### src/rtl/tmr_tick_pkg.sv
package tmr_tick_pkg;

  typedef enum logic [1:0] {
    RATE_LEGACY  = 2'd0,
    RATE_QUARTER = 2'd1,
    RATE_FULL    = 2'd2
  } tick_rate_e;

  function automatic tick_rate_e pick_rate(input logic sel_bit, input logic fast_bit);
    if (!sel_bit)
      return RATE_LEGACY;
    else if (fast_bit)
      return RATE_FULL;
    else
      return RATE_QUARTER;
  endfunction

endpackage

### src/rtl/tmr_rate_reg.sv
module tmr_rate_reg #(
  parameter int NUM_TMR = 3
) (
  input  logic               clk,
  input  logic               rst,
  input  logic [NUM_TMR-1:0] sel_we,
  input  logic [NUM_TMR-1:0] sel_wdata,
  input  logic               fast_we,
  input  logic               fast_wdata,
  output logic [NUM_TMR-1:0] sel_q,
  output logic               fast_q,
  output logic [NUM_TMR-1:0] restart
);

  // A written select bit restarts its own counter; the fast bit restarts all.
  assign restart = sel_we | {NUM_TMR{fast_we}};

  for (genvar i = 0; i < NUM_TMR; i++) begin : g_sel
    always_ff @(posedge clk) begin
      if (rst)
        sel_q[i] <= 1'b0;
      else if (sel_we[i])
        sel_q[i] <= sel_wdata[i];
    end
  end

  always_ff @(posedge clk) begin
    if (rst)
      fast_q <= 1'b0;
    else if (fast_we)
      fast_q <= fast_wdata;
  end

endmodule

### src/rtl/tmr_prescaler.sv
module tmr_prescaler
  import tmr_tick_pkg::*;
#(
  parameter int SLOW_DIV = 12,
  parameter int MID_DIV  = 4
) (
  input  logic       clk,
  input  logic       rst,
  input  logic       stb,
  input  logic       restart,
  input  tick_rate_e rate,
  output logic       tick
);

  localparam int CW = (SLOW_DIV > 1) ? $clog2(SLOW_DIV) : 1;
  localparam logic [CW-1:0] SLOW_LAST = CW'(SLOW_DIV - 1);
  localparam logic [CW-1:0] MID_LAST  = CW'(MID_DIV - 1);

  logic [CW-1:0] cnt;
  logic [CW-1:0] last;
  logic          wrap;

  always_comb begin
    unique case (rate)
      RATE_QUARTER: last = MID_LAST;
      RATE_FULL:    last = '0;
      default:      last = SLOW_LAST;
    endcase
  end

  assign wrap = stb && (cnt >= last);

  always_ff @(posedge clk) begin
    if (rst || restart) begin
      cnt  <= '0;
      tick <= 1'b0;
    end else begin
      tick <= wrap;
      if (wrap)
        cnt <= '0;
      else if (stb)
        cnt <= cnt + 1'b1;
    end
  end

endmodule

### src/rtl/tmr_tick_gen.sv
module tmr_tick_gen
  import tmr_tick_pkg::*;
#(
  parameter int NUM_TMR  = 3,
  parameter int SLOW_DIV = 12,
  parameter int MID_DIV  = 4
) (
  input  logic               clk,
  input  logic               rst,
  input  logic               sys_stb,
  input  logic [NUM_TMR-1:0] sel_we,
  input  logic [NUM_TMR-1:0] sel_wdata,
  input  logic               fast_we,
  input  logic               fast_wdata,
  output logic [NUM_TMR-1:0] tick
);

  logic [NUM_TMR-1:0] sel_q;
  logic               fast_q;
  logic [NUM_TMR-1:0] restart;

  tmr_rate_reg #(.NUM_TMR(NUM_TMR)) u_rate_reg (
    .clk        (clk),
    .rst        (rst),
    .sel_we     (sel_we),
    .sel_wdata  (sel_wdata),
    .fast_we    (fast_we),
    .fast_wdata (fast_wdata),
    .sel_q      (sel_q),
    .fast_q     (fast_q),
    .restart    (restart)
  );

  for (genvar i = 0; i < NUM_TMR; i++) begin : g_tmr
    tmr_prescaler #(
      .SLOW_DIV (SLOW_DIV),
      .MID_DIV  (MID_DIV)
    ) u_presc (
      .clk     (clk),
      .rst     (rst),
      .stb     (sys_stb),
      .restart (restart[i]),
      .rate    (pick_rate(sel_q[i], fast_q)),
      .tick    (tick[i])
    );
  end

endmodule

### config.mk
export PLATFORM = sky130hd
export DESIGN_NAME = tmr_tick_gen
export DESIGN_NICKNAME = d
export VERILOG_FILES = /design/src/rtl/tmr_tick_pkg.sv /design/src/rtl/tmr_rate_reg.sv /design/src/rtl/tmr_prescaler.sv /design/src/rtl/tmr_tick_gen.sv
export SDC_FILE = /design/constraint.sdc
export NUM_CORES = 1
export LEC_CHECK = 0
export CORE_MARGIN = 5
export CORE_UTILIZATION = 30
export DETAILED_ROUTE_END_ITERATION = 10
export GPL_TIMING_DRIVEN = 0
export REMOVE_ABC_BUFFERS = 1
export SYNTH_ARGS = -nofsm -noshare
export SYNTH_HDL_FRONTEND = slang
export SYNTH_HIERARCHICAL = 1
export SYNTH_SLANG_ARGS = --single-unit
### constraint.sdc
create_clock -name clk -period 2.05 [get_ports clk]
set_clock_uncertainty 0.15 [all_clocks]
set_input_delay 0.41 -clock clk [delete_from_list [all_inputs] [get_ports clk]]
set_output_delay 0.41 -clock clk [all_outputs]
set_load 0.005 [all_outputs]
==> results.py <==
metrics = {
    "status": {
        "status": "finished with violations",
        "violations": "setup timing",
    },
    "power": {
        "p_per_area_mw_per_mm2": 486,
        "clkPwrFrac_pct": 34.1,
        "comb_power_share_pct": 15.2,
        "sw_frac_of_total_pct": 24.4,
        "power.leakage_nw": 0.581,
        "vdd.ir_drop.worst_v": 0.000258,
        "p_int_mw": 0.570,
        "power_switching_mw": 0.184,
        "seqPwrFrac_pct": 50.7,
    },
    "logic_synthesis": {
        "yosysSeqAreaShare_pct": 32.6,
        "synth_cell_types": 23,
        "synth.avg_cell_area_um2": 9.49,
        "synth_seq_cells": 19,
        "syn_inst": 123,
        "synth_area_mm2": 0.00117,
        "yosys_warnings": 6,
    },
    "finish": {
        "area_growth_pct": 32.8,
        "insertedDiodeCount": 0,
        "final_cell_mix": "dfxtp_1 (15), clkdlybuf4s50_1 (13), ha_1 (10), nand3_1 (9), inv_1 (8)",
        "mostFrequentLayoutCell": "dfxtp_1",
        "drive_gt1_share_pct": 23.6,
        "fillers": 380,
        "utilization_pct": 41.7,
        "final_net_count": 171,
    },
    "clock_tree": {
        "clock_latency_ps": 250,
        "cts_sinks": 19,
        "htree_levels": 1,
        "cts-root-buf": "clkbuf_8",
        "hold_buffers": 0,
        "cts_buffers": 3,
        "cts_tree": "done",
        "path_clk_slew_ps": 70,
        "clockBufferDepth": 2,
    },
    "floorplan": {
        "die_x_um": 72.4,
        "initial_core_util_pct": 31.4,
        "core_area_mm2": 0.00372,
        "die_area_mm2": 0.00524,
        "ios": 14,
        "die_h_um": 72.4,
        "fp-row-count": 22,
    },
    "global_routing": {
        "grt_max_degree": 28,
        "overflow": 0,
        "antenna_found_initial": 0,
        "grt_use_total_pct": 10.1,
        "grt_pass1_wl_mm": 4.26,
        "grt_pass1_vias": 993,
    },
    "critical_path": {
        "rr_startpoint": "u_rate_reg/fast_q",
        "ff2ff_path_depth": 10,
        "path_cells": "nor2b_2 > inv_2 > ha_4 > inv_2 > ha_4 > o21a_1 > a311oi_4 > buf_4 > a31oi_1 > nor3_1",
        "worst-path-max-fanout": 7,
        "crit_slowest_cell": "dfxtp_4",
        "path_delay_family": "compound AO/OA/AOI/OAI gates",
        "worstPathRequired_ps": 2070,
        "worstReg2RegEnd": "g_tmr[2].u_presc/cnt[1]",
        "cp-end-kind": "flip-flop",
        "reg2reg_slack_ps": -110,
        "cp-start-kind": "flip-flop",
        "crit_type": "reg -> reg",
        "worstPathArrival_ps": 2180,
        "crit_buf_inv": 3,
        "cpPeakStageDelay_ps": 370,
    },
    "detailed_routing": {
        "vias_per_cell": 5.04,
        "routed_wl_mm": 2.50,
        "drt-pass1-iter-count": 4,
        "ant_nets": 0,
        "via_count": 967,
        "drc": 0,
        "routedWlPerCell_um": 13.0,
        "first_iter_violations": 83,
    },
    "placed_design": {
        "place.gp.congestion": 0.790,
        "hpwlAfterDp_mm": 1.66,
        "preCtsSetupSlack_ps": -358,
        "port-buffer-count": 13,
    },
    "timing": {
        "max-slew-margin-rel_pct": 47.0,
        "finalCritPeriodShare_pct": 105,
        "period_needed_ps": 2160,
        "slew_violations": 0,
        "holdWs_ps": 346,
        "hold_viol": 0,
        "rsz0062_at_grt": "yes",
        "clock.fmax_mhz": 463,
        "fin_ws_ps": -112,
        "worstMarginPinSlew_ps": 793,
        "setup_viol": 13,
    },
    "hold_path": {
        "hold_path.class": "reg -> reg",
        "worstHoldStart": "u_rate_reg/sel_q[0]",
        "hold_depth": 2,
        "min_to": "u_rate_reg/sel_q[0]",
    },
    "flow_run": {
        "drv_cap": 0,
    },
}
==> cells in the mapped netlist (all sizes together) <==
cell / count / share of area, %
nor4b: 3 / 2.3
and2b: 3 / 2.3
dfxtp: 19 / 33
nor2: 4 / 1.3
nor3: 6 / 2.6
a31oi: 3 / 1.6
nand2: 3 / 0.96
nand2b: 9 / 6.8
nor3b: 3 / 1.9
nand3: 9 / 3.9
nor2b: 6 / 3.2
inv: 12 / 3.9
or2: 3 / 1.6
o31ai: 3 / 1.9
a311oi: 6 / 6.1
a32oi: 3 / 2.3
a211oi: 3 / 1.9
and2: 3 / 1.6
mux2i: 4 / 3.4
o21a: 3 / 1.9
ha: 15 / 16
==> per-stage QoR <==
step / cell area [µm²] / TNS, ps / cells / total power [mW]
global route: 1550 / -2510 / 192 / 0.788
global placement: 1360 / -2920 / 184 / 0.478
floorplan: 1170 / -504 / 123 / 0.438
finish: 1550 / -955 / 192 / 0.754
detailed placement: 1360 / -3740 / 184 / 0.481
CTS: 1530 / -908 / 191 / 0.760
==> tightest hold or removal path, cell delays in order, from the launching register on <==
cell     delay [ps]
dfxtp_2         330
mux2i_1          60
nor2_1           80
==> cell type report <==
cell class	count	area (µm²)	area share (%)
multi-input cells	92	851	54.9
flip-flops and latches	19	388	25.0
repair buffers	17	160	10.3
well taps	48	60.1	3.87
inverters	12	45.0	2.91
clock buffers	3	41.3	2.66
clock inverters	1	5.00	0.323
==> state kept, by name, indices dropped and copies added (netlist names) <==
signal and cells:
g_tmr.u_presc/cnt 12, g_tmr.u_presc/tick 3, u_rate_reg/fast_q 1, u_rate_reg/sel_q 3
==> worst max path at each step <==
| stage | from | slack (ps) | end | depth (start not counted) |
|---|---|---|---|---|
| floorplan | u_rate_reg/fast_q | -110 | g_tmr[2].u_presc/cnt[3] | 8 |
| global placement | u_rate_reg/fast_q | -280 | g_tmr[1].u_presc/cnt[0] | 9 |
| detailed placement | u_rate_reg/fast_q | -360 | g_tmr[1].u_presc/cnt[0] | 9 |
| CTS | u_rate_reg/fast_q | -160 | g_tmr[2].u_presc/cnt[1] | 10 |
| global route | u_rate_reg/fast_q | -250 | g_tmr[0].u_presc/cnt[0] | 9 |
| finish | u_rate_reg/fast_q | -110 | g_tmr[2].u_presc/cnt[1] | 10 |
==> power by group through the flow <==
stage / combinational [mW] / clock (mW) / sequential [mW]
2_1_floorplan: 0.0501 / 0 / 0.388
3_3_place_gp: 0.0884 / 0 / 0.390
3_5_place_dp: 0.0908 / 0 / 0.390
4_1_cts: 0.110 / 0.269 / 0.381
5_1_grt: 0.126 / 0.278 / 0.384
6_report: 0.114 / 0.257 / 0.382
==> kinds of logic after synthesis <==
family,count (synthesis),synth area share [%]
flip-flops,19,32.6
AO/OA/AOI/OAI,21,15.8
buffers and inverters,12,3.86
AND/OR/NAND/NOR,52,28.3
adder cells (fa/ha/maj),15,16.1
multiplexers,4,3.43
==> layer usage <==
metal / wire, µm / part of all wire [%] / track usage [%] / up-vias
met2: 1360 / 54 / 20.0 / 19
met1: 1030 / 41 / 10.5 / 454
li1: - / - / - / 492
met5: 0 / 0 / 0 / -
met4: 21 / 0.84 / 2.05 / 0
met3: 88 / 3.5 / 2.91 / 2
==> what timing repair did <==
| action | CTS | global route |
|---|---|---|
| setup buffers | 3 | 1 |
| endpoints found under the setup margin | 15 | 14 |
| resized for setup | 16 | 6 |
| pin swaps | 19 | 6 |
Note: power is estimated with default switching activity, not from simulation.
